==> src/rtl/sdram_init_pkg.sv <==
package sdram_init_pkg;

  typedef enum logic [3:0] {
    ST_IDLE,
    ST_PWR,
    ST_PRE,
    ST_PRE_W,
    ST_REF,
    ST_REF_W,
    ST_MRS,
    ST_MRS_W,
    ST_DONE
  } seq_state_e;

  typedef enum logic [2:0] {
    CMD_DESEL,
    CMD_NOP,
    CMD_PRE,
    CMD_REF,
    CMD_MRS
  } cmd_e;

  typedef struct packed {
    logic cs_n;
    logic ras_n;
    logic cas_n;
    logic we_n;
  } cmd_pins_t;

endpackage

==> src/rtl/sdram_wait_timer.sv <==
module sdram_wait_timer #(
  parameter int CW = 16
) (
  input  logic          clk_i,
  input  logic          rst_ni,
  input  logic          load_i,
  input  logic [CW-1:0] len_i,
  output logic          expire_o
);

  logic [CW-1:0] cnt_q;

  always_ff @(posedge clk_i or negedge rst_ni) begin
    if (!rst_ni) begin
      cnt_q <= '0;
    end else if (load_i) begin
      cnt_q <= (len_i == '0) ? CW'(1) : len_i;
    end else if (cnt_q > CW'(1)) begin
      cnt_q <= cnt_q - CW'(1);
    end
  end

  assign expire_o = (cnt_q <= CW'(1));

  assert_zero_len_R10: assert property (@(posedge clk_i) disable iff (!rst_ni)
    (load_i && len_i == '0) |=> expire_o);

  assert_len_hold_R10: assert property (@(posedge clk_i) disable iff (!rst_ni)
    (load_i && len_i > CW'(1)) |=> !expire_o);

endmodule

==> src/rtl/sdram_refresh_timer.sv <==
module sdram_refresh_timer #(
  parameter int CW     = 16,
  parameter int MARGIN = 20
) (
  input  logic          clk_i,
  input  logic          rst_ni,
  input  logic          en_i,
  input  logic [CW-1:0] t_refi_i,
  output logic          pulse_o
);

  localparam logic [CW-1:0] MARGIN_C = CW'(MARGIN);

  logic [CW-1:0] reload;
  logic [CW-1:0] cnt_q;

  assign reload = (t_refi_i > MARGIN_C + CW'(1)) ? (t_refi_i - MARGIN_C) : CW'(1);

  always_ff @(posedge clk_i or negedge rst_ni) begin
    if (!rst_ni) begin
      cnt_q <= '0;
    end else if (!en_i) begin
      cnt_q <= reload;
    end else if (cnt_q <= CW'(1)) begin
      cnt_q <= reload;
    end else begin
      cnt_q <= cnt_q - CW'(1);
    end
  end

  assign pulse_o = en_i && (cnt_q <= CW'(1));

  assert_pulse_single_R7: assert property (@(posedge clk_i) disable iff (!rst_ni)
    (pulse_o && reload > CW'(1) && $stable(t_refi_i)) |=> !pulse_o);

  assert_no_pulse_idle_R7: assert property (@(posedge clk_i) disable iff (!rst_ni)
    !en_i |-> !pulse_o);

endmodule

==> src/rtl/sdram_cmd_enc.sv <==
module sdram_cmd_enc
  import sdram_init_pkg::*;
#(
  parameter int ADDR_W  = 13,
  parameter int BA_W    = 2,
  parameter int CAS_LAT = 3,
  parameter int BL_CODE = 0
) (
  input  cmd_e              cmd_i,
  output cmd_pins_t         pins_o,
  output logic [BA_W-1:0]   ba_o,
  output logic [ADDR_W-1:0] addr_o
);

  localparam int A10 = 10;
  localparam logic [ADDR_W-1:0] MODE_WORD = ADDR_W'((CAS_LAT << 4) | BL_CODE);
  localparam logic [ADDR_W-1:0] PRE_ALL   = ADDR_W'(1) << A10;

  always_comb begin
    ba_o   = '0;
    addr_o = '0;
    unique case (cmd_i)
      CMD_DESEL: pins_o = '{cs_n: 1'b1, ras_n: 1'b1, cas_n: 1'b1, we_n: 1'b1};
      CMD_PRE: begin
        pins_o = '{cs_n: 1'b0, ras_n: 1'b0, cas_n: 1'b1, we_n: 1'b0};
        addr_o = PRE_ALL;
      end
      CMD_REF:   pins_o = '{cs_n: 1'b0, ras_n: 1'b0, cas_n: 1'b0, we_n: 1'b1};
      CMD_MRS: begin
        pins_o = '{cs_n: 1'b0, ras_n: 1'b0, cas_n: 1'b0, we_n: 1'b0};
        addr_o = MODE_WORD;
      end
      default:   pins_o = '{cs_n: 1'b0, ras_n: 1'b1, cas_n: 1'b1, we_n: 1'b1};
    endcase
  end

endmodule

==> src/rtl/sdram_twr_calc.sv <==
module sdram_twr_calc #(
  parameter int CW      = 16,
  parameter int TWR_MIN = 12
) (
  input  logic [CW-1:0] t_ras_i,
  input  logic [CW-1:0] t_rcd_i,
  input  logic [CW-1:0] t_rc_i,
  input  logic [CW-1:0] t_rp_i,
  output logic [CW-1:0] twr_o
);

  logic [CW:0]   rcd_rp;
  logic [CW-1:0] term_a;
  logic [CW-1:0] term_b;
  logic [CW-1:0] ab_max;

  always_comb begin
    rcd_rp = {1'b0, t_rcd_i} + {1'b0, t_rp_i};
    term_a = (t_ras_i > t_rcd_i) ? (t_ras_i - t_rcd_i) : '0;
    term_b = ({1'b0, t_rc_i} > rcd_rp) ? CW'({1'b0, t_rc_i} - rcd_rp) : '0;
    ab_max = (term_a > term_b) ? term_a : term_b;
    twr_o  = (ab_max > CW'(TWR_MIN)) ? ab_max : CW'(TWR_MIN);
  end

endmodule

==> src/rtl/sdram_init_seq.sv <==
module sdram_init_seq
  import sdram_init_pkg::*;
#(
  parameter int CW      = 16,
  parameter int ADDR_W  = 13,
  parameter int BA_W    = 2,
  parameter int NREF    = 8,
  parameter int CAS_LAT = 3,
  parameter int BL_CODE = 0,
  parameter int TWR_MIN = 12,
  parameter int MARGIN  = 20
) (
  input  logic              clk_i,
  input  logic              rst_ni,
  input  logic              start_i,
  input  logic [CW-1:0]     t_pwr_i,
  input  logic [CW-1:0]     t_rp_i,
  input  logic [CW-1:0]     t_rc_i,
  input  logic [CW-1:0]     t_mrd_i,
  input  logic [CW-1:0]     t_ras_i,
  input  logic [CW-1:0]     t_rcd_i,
  input  logic [CW-1:0]     t_refi_i,
  output logic              cke_o,
  output logic              cs_no,
  output logic              ras_no,
  output logic              cas_no,
  output logic              we_no,
  output logic [BA_W-1:0]   ba_o,
  output logic [ADDR_W-1:0] addr_o,
  output logic              init_done_o,
  output logic              refresh_req_o,
  output logic [CW-1:0]     twr_o
);

  localparam int RW = (NREF > 1) ? $clog2(NREF) : 1;
  localparam int SW = $clog2(NREF + 1);

  seq_state_e    state_q, state_d;
  logic [RW-1:0] ref_left_q, ref_left_d;
  logic          tmr_load;
  logic [CW-1:0] tmr_len;
  logic          tmr_expire;
  cmd_e          cmd;
  cmd_pins_t     pins;

  always_comb begin
    state_d    = state_q;
    ref_left_d = ref_left_q;
    tmr_load   = 1'b0;
    tmr_len    = '0;
    unique case (state_q)
      ST_IDLE: if (start_i) begin
        state_d  = ST_PWR;
        tmr_load = 1'b1;
        tmr_len  = t_pwr_i;
      end
      ST_PWR:   if (tmr_expire) state_d = ST_PRE;
      ST_PRE: begin
        state_d  = ST_PRE_W;
        tmr_load = 1'b1;
        tmr_len  = t_rp_i;
      end
      ST_PRE_W: if (tmr_expire) begin
        state_d    = ST_REF;
        ref_left_d = RW'(NREF - 1);
      end
      ST_REF: begin
        state_d  = ST_REF_W;
        tmr_load = 1'b1;
        tmr_len  = t_rc_i;
      end
      ST_REF_W: if (tmr_expire) begin
        if (ref_left_q == '0) begin
          state_d = ST_MRS;
        end else begin
          state_d    = ST_REF;
          ref_left_d = ref_left_q - RW'(1);
        end
      end
      ST_MRS: begin
        state_d  = ST_MRS_W;
        tmr_load = 1'b1;
        tmr_len  = t_mrd_i;
      end
      ST_MRS_W: if (tmr_expire) state_d = ST_DONE;
      default:  state_d = ST_DONE;
    endcase
  end

  always_ff @(posedge clk_i or negedge rst_ni) begin
    if (!rst_ni) begin
      state_q    <= ST_IDLE;
      ref_left_q <= '0;
    end else begin
      state_q    <= state_d;
      ref_left_q <= ref_left_d;
    end
  end

  always_comb begin
    unique case (state_q)
      ST_IDLE: cmd = CMD_DESEL;
      ST_PRE:  cmd = CMD_PRE;
      ST_REF:  cmd = CMD_REF;
      ST_MRS:  cmd = CMD_MRS;
      default: cmd = CMD_NOP;
    endcase
  end

  sdram_wait_timer #(.CW(CW)) i_wait (
    .clk_i    (clk_i),
    .rst_ni   (rst_ni),
    .load_i   (tmr_load),
    .len_i    (tmr_len),
    .expire_o (tmr_expire)
  );

  sdram_cmd_enc #(
    .ADDR_W  (ADDR_W),
    .BA_W    (BA_W),
    .CAS_LAT (CAS_LAT),
    .BL_CODE (BL_CODE)
  ) i_enc (
    .cmd_i  (cmd),
    .pins_o (pins),
    .ba_o   (ba_o),
    .addr_o (addr_o)
  );

  sdram_refresh_timer #(.CW(CW), .MARGIN(MARGIN)) i_refresh (
    .clk_i    (clk_i),
    .rst_ni   (rst_ni),
    .en_i     (init_done_o),
    .t_refi_i (t_refi_i),
    .pulse_o  (refresh_req_o)
  );

  sdram_twr_calc #(.CW(CW), .TWR_MIN(TWR_MIN)) i_twr (
    .t_ras_i (t_ras_i),
    .t_rcd_i (t_rcd_i),
    .t_rc_i  (t_rc_i),
    .t_rp_i  (t_rp_i),
    .twr_o   (twr_o)
  );

  assign cke_o       = (state_q != ST_IDLE);
  assign cs_no       = pins.cs_n;
  assign ras_no      = pins.ras_n;
  assign cas_no      = pins.cas_n;
  assign we_no       = pins.we_n;
  assign init_done_o = (state_q == ST_DONE);

  // count of refreshes seen since leaving idle, for the sequence check
  logic [SW-1:0] ref_seen_q;
  always_ff @(posedge clk_i or negedge rst_ni) begin
    if (!rst_ni)                 ref_seen_q <= '0;
    else if (state_q == ST_IDLE) ref_seen_q <= '0;
    else if (state_q == ST_REF)  ref_seen_q <= ref_seen_q + SW'(1);
  end

  assert_ref_burst_R4: assert property (@(posedge clk_i) disable iff (!rst_ni)
    (state_q == ST_MRS) |-> (ref_seen_q == SW'(NREF)));

  assert_pre_a10_R3: assert property (@(posedge clk_i) disable iff (!rst_ni)
    (state_q == ST_PRE) |-> (addr_o[10] && !cs_no && !ras_no && cas_no && !we_no));

  assert_done_sticky_R6: assert property (@(posedge clk_i) disable iff (!rst_ni)
    init_done_o |=> init_done_o);

  assert_start_ignored_R8: assert property (@(posedge clk_i) disable iff (!rst_ni)
    (state_q != ST_IDLE && state_q != ST_PWR) |=> (state_q != ST_PWR && state_q != ST_IDLE));

  assert_twr_floor_R9: assert property (@(posedge clk_i) disable iff (!rst_ni)
    twr_o >= CW'(TWR_MIN));

endmodule

==> config.mk <==
export PLATFORM = sky130hd
export DESIGN_NAME = sdram_init_seq
export DESIGN_NICKNAME = d
export VERILOG_FILES = /design/src/rtl/sdram_init_pkg.sv /design/src/rtl/sdram_wait_timer.sv /design/src/rtl/sdram_refresh_timer.sv /design/src/rtl/sdram_cmd_enc.sv /design/src/rtl/sdram_twr_calc.sv /design/src/rtl/sdram_init_seq.sv
export SDC_FILE = /design/constraint.sdc
export NUM_CORES = 1
export LEC_CHECK = 0
export BUFFER_PORTS_ARGS = -buffer_cell sky130_fd_sc_hd__buf_2
export CORE_UTILIZATION = 30
export CTS_BUF_LIST = sky130_fd_sc_hd__clkbuf_2 sky130_fd_sc_hd__clkbuf_4 sky130_fd_sc_hd__clkbuf_8
export DETAILED_ROUTE_END_ITERATION = 8
export GPL_ROUTABILITY_DRIVEN = 0
export SETUP_SLACK_MARGIN = 0.1
export SYNTH_ARGS = -nofsm -noshare
export SYNTH_HDL_FRONTEND = slang
export SYNTH_SLANG_ARGS = --single-unit
==> constraint.sdc <==
create_clock -name clk_i -period 11.33 [get_ports clk_i]
set_input_delay 2.266 -clock clk_i [delete_from_list [all_inputs] [get_ports clk_i]]
set_output_delay 2.266 -clock clk_i [all_outputs]
set_load 0.01 [all_outputs]
==> flow_metrics.tcl <==
set metrics [dict create \
    drv_cap 0 \
    yosys.area.top_type "dfrtp_1" \
    crit_slowest_cell "a2111oi_4" \
    timing.hold.ws_ns 0.471 \
    diodes 0 \
    cts-buffers-inserted 5 \
    hold_viol 0 \
    die_height_um 145 \
    cts.sinks 39 \
    wl_um 19100 \
    synth_top_area_share_pct 16.0 \
    syn_area_mm2 0.00610 \
    ys_async_sr_fraction_pct 100 \
    clock_tree.buffer_depth 2 \
    synth_edf_count 0 \
    final_core_util_pct 36.8 \
    wl_per_cell_um 15.7 \
    die_area_mm2 0.0209 \
    min_period_ns 10.77 \
    portBuffers 140 \
    cp.required_ns 9.06 \
    hpwl_um 15700 \
    vdd_ir_drop_max_v 0.0000779 \
    period_share_pct 95.1 \
    cp_data_arrival_time_ns 8.51 \
    synth_common_cells "nand2_1 (92), nor2_1 (85), ha_1 (72)" \
    relSlewSlack_pct 38.4 \
    crit_top_cell "ha_1" \
    grt_setup_unrepaired "false" \
    critPathLaunchType "input pin" \
    leakagePower_nw 3.41 \
    rows 51 \
    start_util_pct 30.9 \
    grtUsageTotal_pct 17.9 \
    ys_warn_count 0 \
    grt_overflow 0 \
    fin_tns_setup_ns 0 \
    grt_start_max_net_pins 40 \
    grt_pass1_vias 5767 \
    worst_pin_slew_ns 0.924 \
    status "completed" \
    netlist_instances 818 \
    max_freq_mhz 92.8 \
    antenna_found_initial 0 \
    dieWidth_um 145 \
    final_nets 1138 \
    vias_per_cell 5.28 \
    clkLatencyLatePin_ns 0.29 \
    critPathTopFamily "compound AO/OA/AOI/OAI gates" \
    yosys-top-cells-area "dfrtp_1 (16%), ha_1 (15%), xnor2_1 (6.3%)" \
    crit_path_max_fanout 9 \
    root_buffer "clkbuf_8" \
    crit_type "in -> out" \
    drive_gt1_share_pct 20.5 \
    fin_skew_ns 0.00515 \
    ios 153 \
    synth.most_common_cell "nand2_1" \
    grt_pass1_wl_um 29200 \
    drtIter0Drc 333 \
    h-tree-depth 2 \
    finalSetupViolCount 0 \
    synth_flop_cell "dfrtp_1" \
    cts_tree "built" \
    core_mm2 0.0197 \
    area_growth_pct 18.8 \
    critPathBufInv 3 \
    synth_seq_area_share_pct 16.0 \
    drv_slew 0 \
    hold_class "reg -> reg" \
    ys_ff_latch 39 \
    drc_errors 0 \
    firstDrtPassIters 7 \
    holdBufCountCts 0 \
    cts.clk_slew.worst_paths_ns 0.08 \
    avgSynthCellArea_um2 7.46 \
    synth_cell_types 82 \
    antenna_left 0 \
    powerDensity_mw_per_mm2 102 \
    critPathMaxStageDelay_ns 0.45 \
    vias 6408 \
    end_kind "output pin" \
]
-- worst register-to-register path, stage by stage (launching register included) --
cell and delay (ns):
dfrtp_1 0.41, or4_4 0.59, nor4_4 0.20, nand2b_2 0.12, or4_4 0.46, nor3_4 0.44
and2_0 0.69, a22o_1 0.23
-- metrics by stage --
| step | power (W) | cell area (um2) | setup slack [ns] | std cells |
|---|---|---|---|---|
| 6_report | 0.000743 | 7250 | 0.557 | 1213 |
| 2_1_floorplan | 0.000486 | 6140 | 0.555 | 829 |
| 4_1_cts | 0.000723 | 7140 | 0.112 | 1210 |
| 3_3_place_gp | 0.000619 | 7040 | 0.289 | 1203 |
| 5_1_grt | 0.000806 | 7250 | 0.0788 | 1213 |
| 3_5_place_dp | 0.000620 | 7040 | 0.121 | 1203 |
-- state kept, by name (all words and copies together) (netlist names) --
register	flops
i_refresh.cnt_q	16
ref_left_q	3
i_wait.cnt_q	16
state_q	4
-- worst paths after layout --
path,start,endpoint,slack [ns],depth (start not counted)
max,t_rp_i[0],twr_o[0],0.56,31
min,ref_left_q[2],ref_left_q[2],0.47,1
max reg2reg,i_wait.cnt_q[6],i_wait.cnt_q[0],8.13,7
min reg2reg,ref_left_q[2],ref_left_q[2],0.47,1
max in group asynchronous,rst_ni,i_refresh.cnt_q[9],8.65,1
min in group asynchronous,rst_ni,i_wait.cnt_q[6],2.11,1
-- timing repair --
action	in CTS	in global routing
setup endpoints to repair	3	16
gates resized for setup	1	18
setup buffers	0	3
pin swaps	0	7
-- layout make-up --
class | instances | area [um2]
inverter | 54 | 203
tap | 265 | 332
timing repair buffer | 152 | 791
sequential | 39 | 976
clock buffer | 6 | 82.6
clock inverter | 1 | 5.00
multi-input combinational | 696 | 4860
fill | 2083 | 12500
-- cell usage in the layout, fill, tap and decap left out, types with 9 or more instances in the layout --
cell      Yosys  routed
a222oi_1     15      15
a21oi_1      59      58
inv_1        53      53
ha_1         72      72
nand2_1      92      90
buf_4        13      12
o21ai_0      40      38
and2_1       10      10
nor3_1       23      22
nor4_1       14      14
and3_1       10      10
o22ai_1      14      14
nor2_1       85      85
nand3_1      24      24
xor2_1       25      25
buf_2         4     140
nand2b_1     11      11
dfrtp_1      39      39
xnor2_1      44      44
conb_1        1      12
or3_1        10       9
-- per-layer routing --
metal	track usage (%)	vias to the layer above	wire [um]
li1	-	3231	-
met1	25.4	2982	9120
met2	29.6	176	8800
met3	1.16	19	924
met4	3.93	0	250
met5	0	-	0
-- kinds of logic after synthesis --
kind of cell	count (synthesis)	share of synthesized area (%)
other	1	0.0615
buffers and inverters	94	6.79
adders and majority gates	75	15.7
xor gates and xnor gates	69	9.90
DFF	39	16.0
muxes	7	1.19
AOI/OAI and AO/OA	214	24.3
and+or+nand+nor	319	26.0
-- power by group --
group	switching (W)	internal [W]	leakage, nW	total [W]
clock network	0.0000501	0.0000478	0.0470	0.0000980
registers	0.00000399	0.000143	0.464	0.000147
logic	0.000288	0.000209	2.90	0.000497
total	0.000342	0.000400	3.41	0.000743
Power figures use the tool's default switching activity.
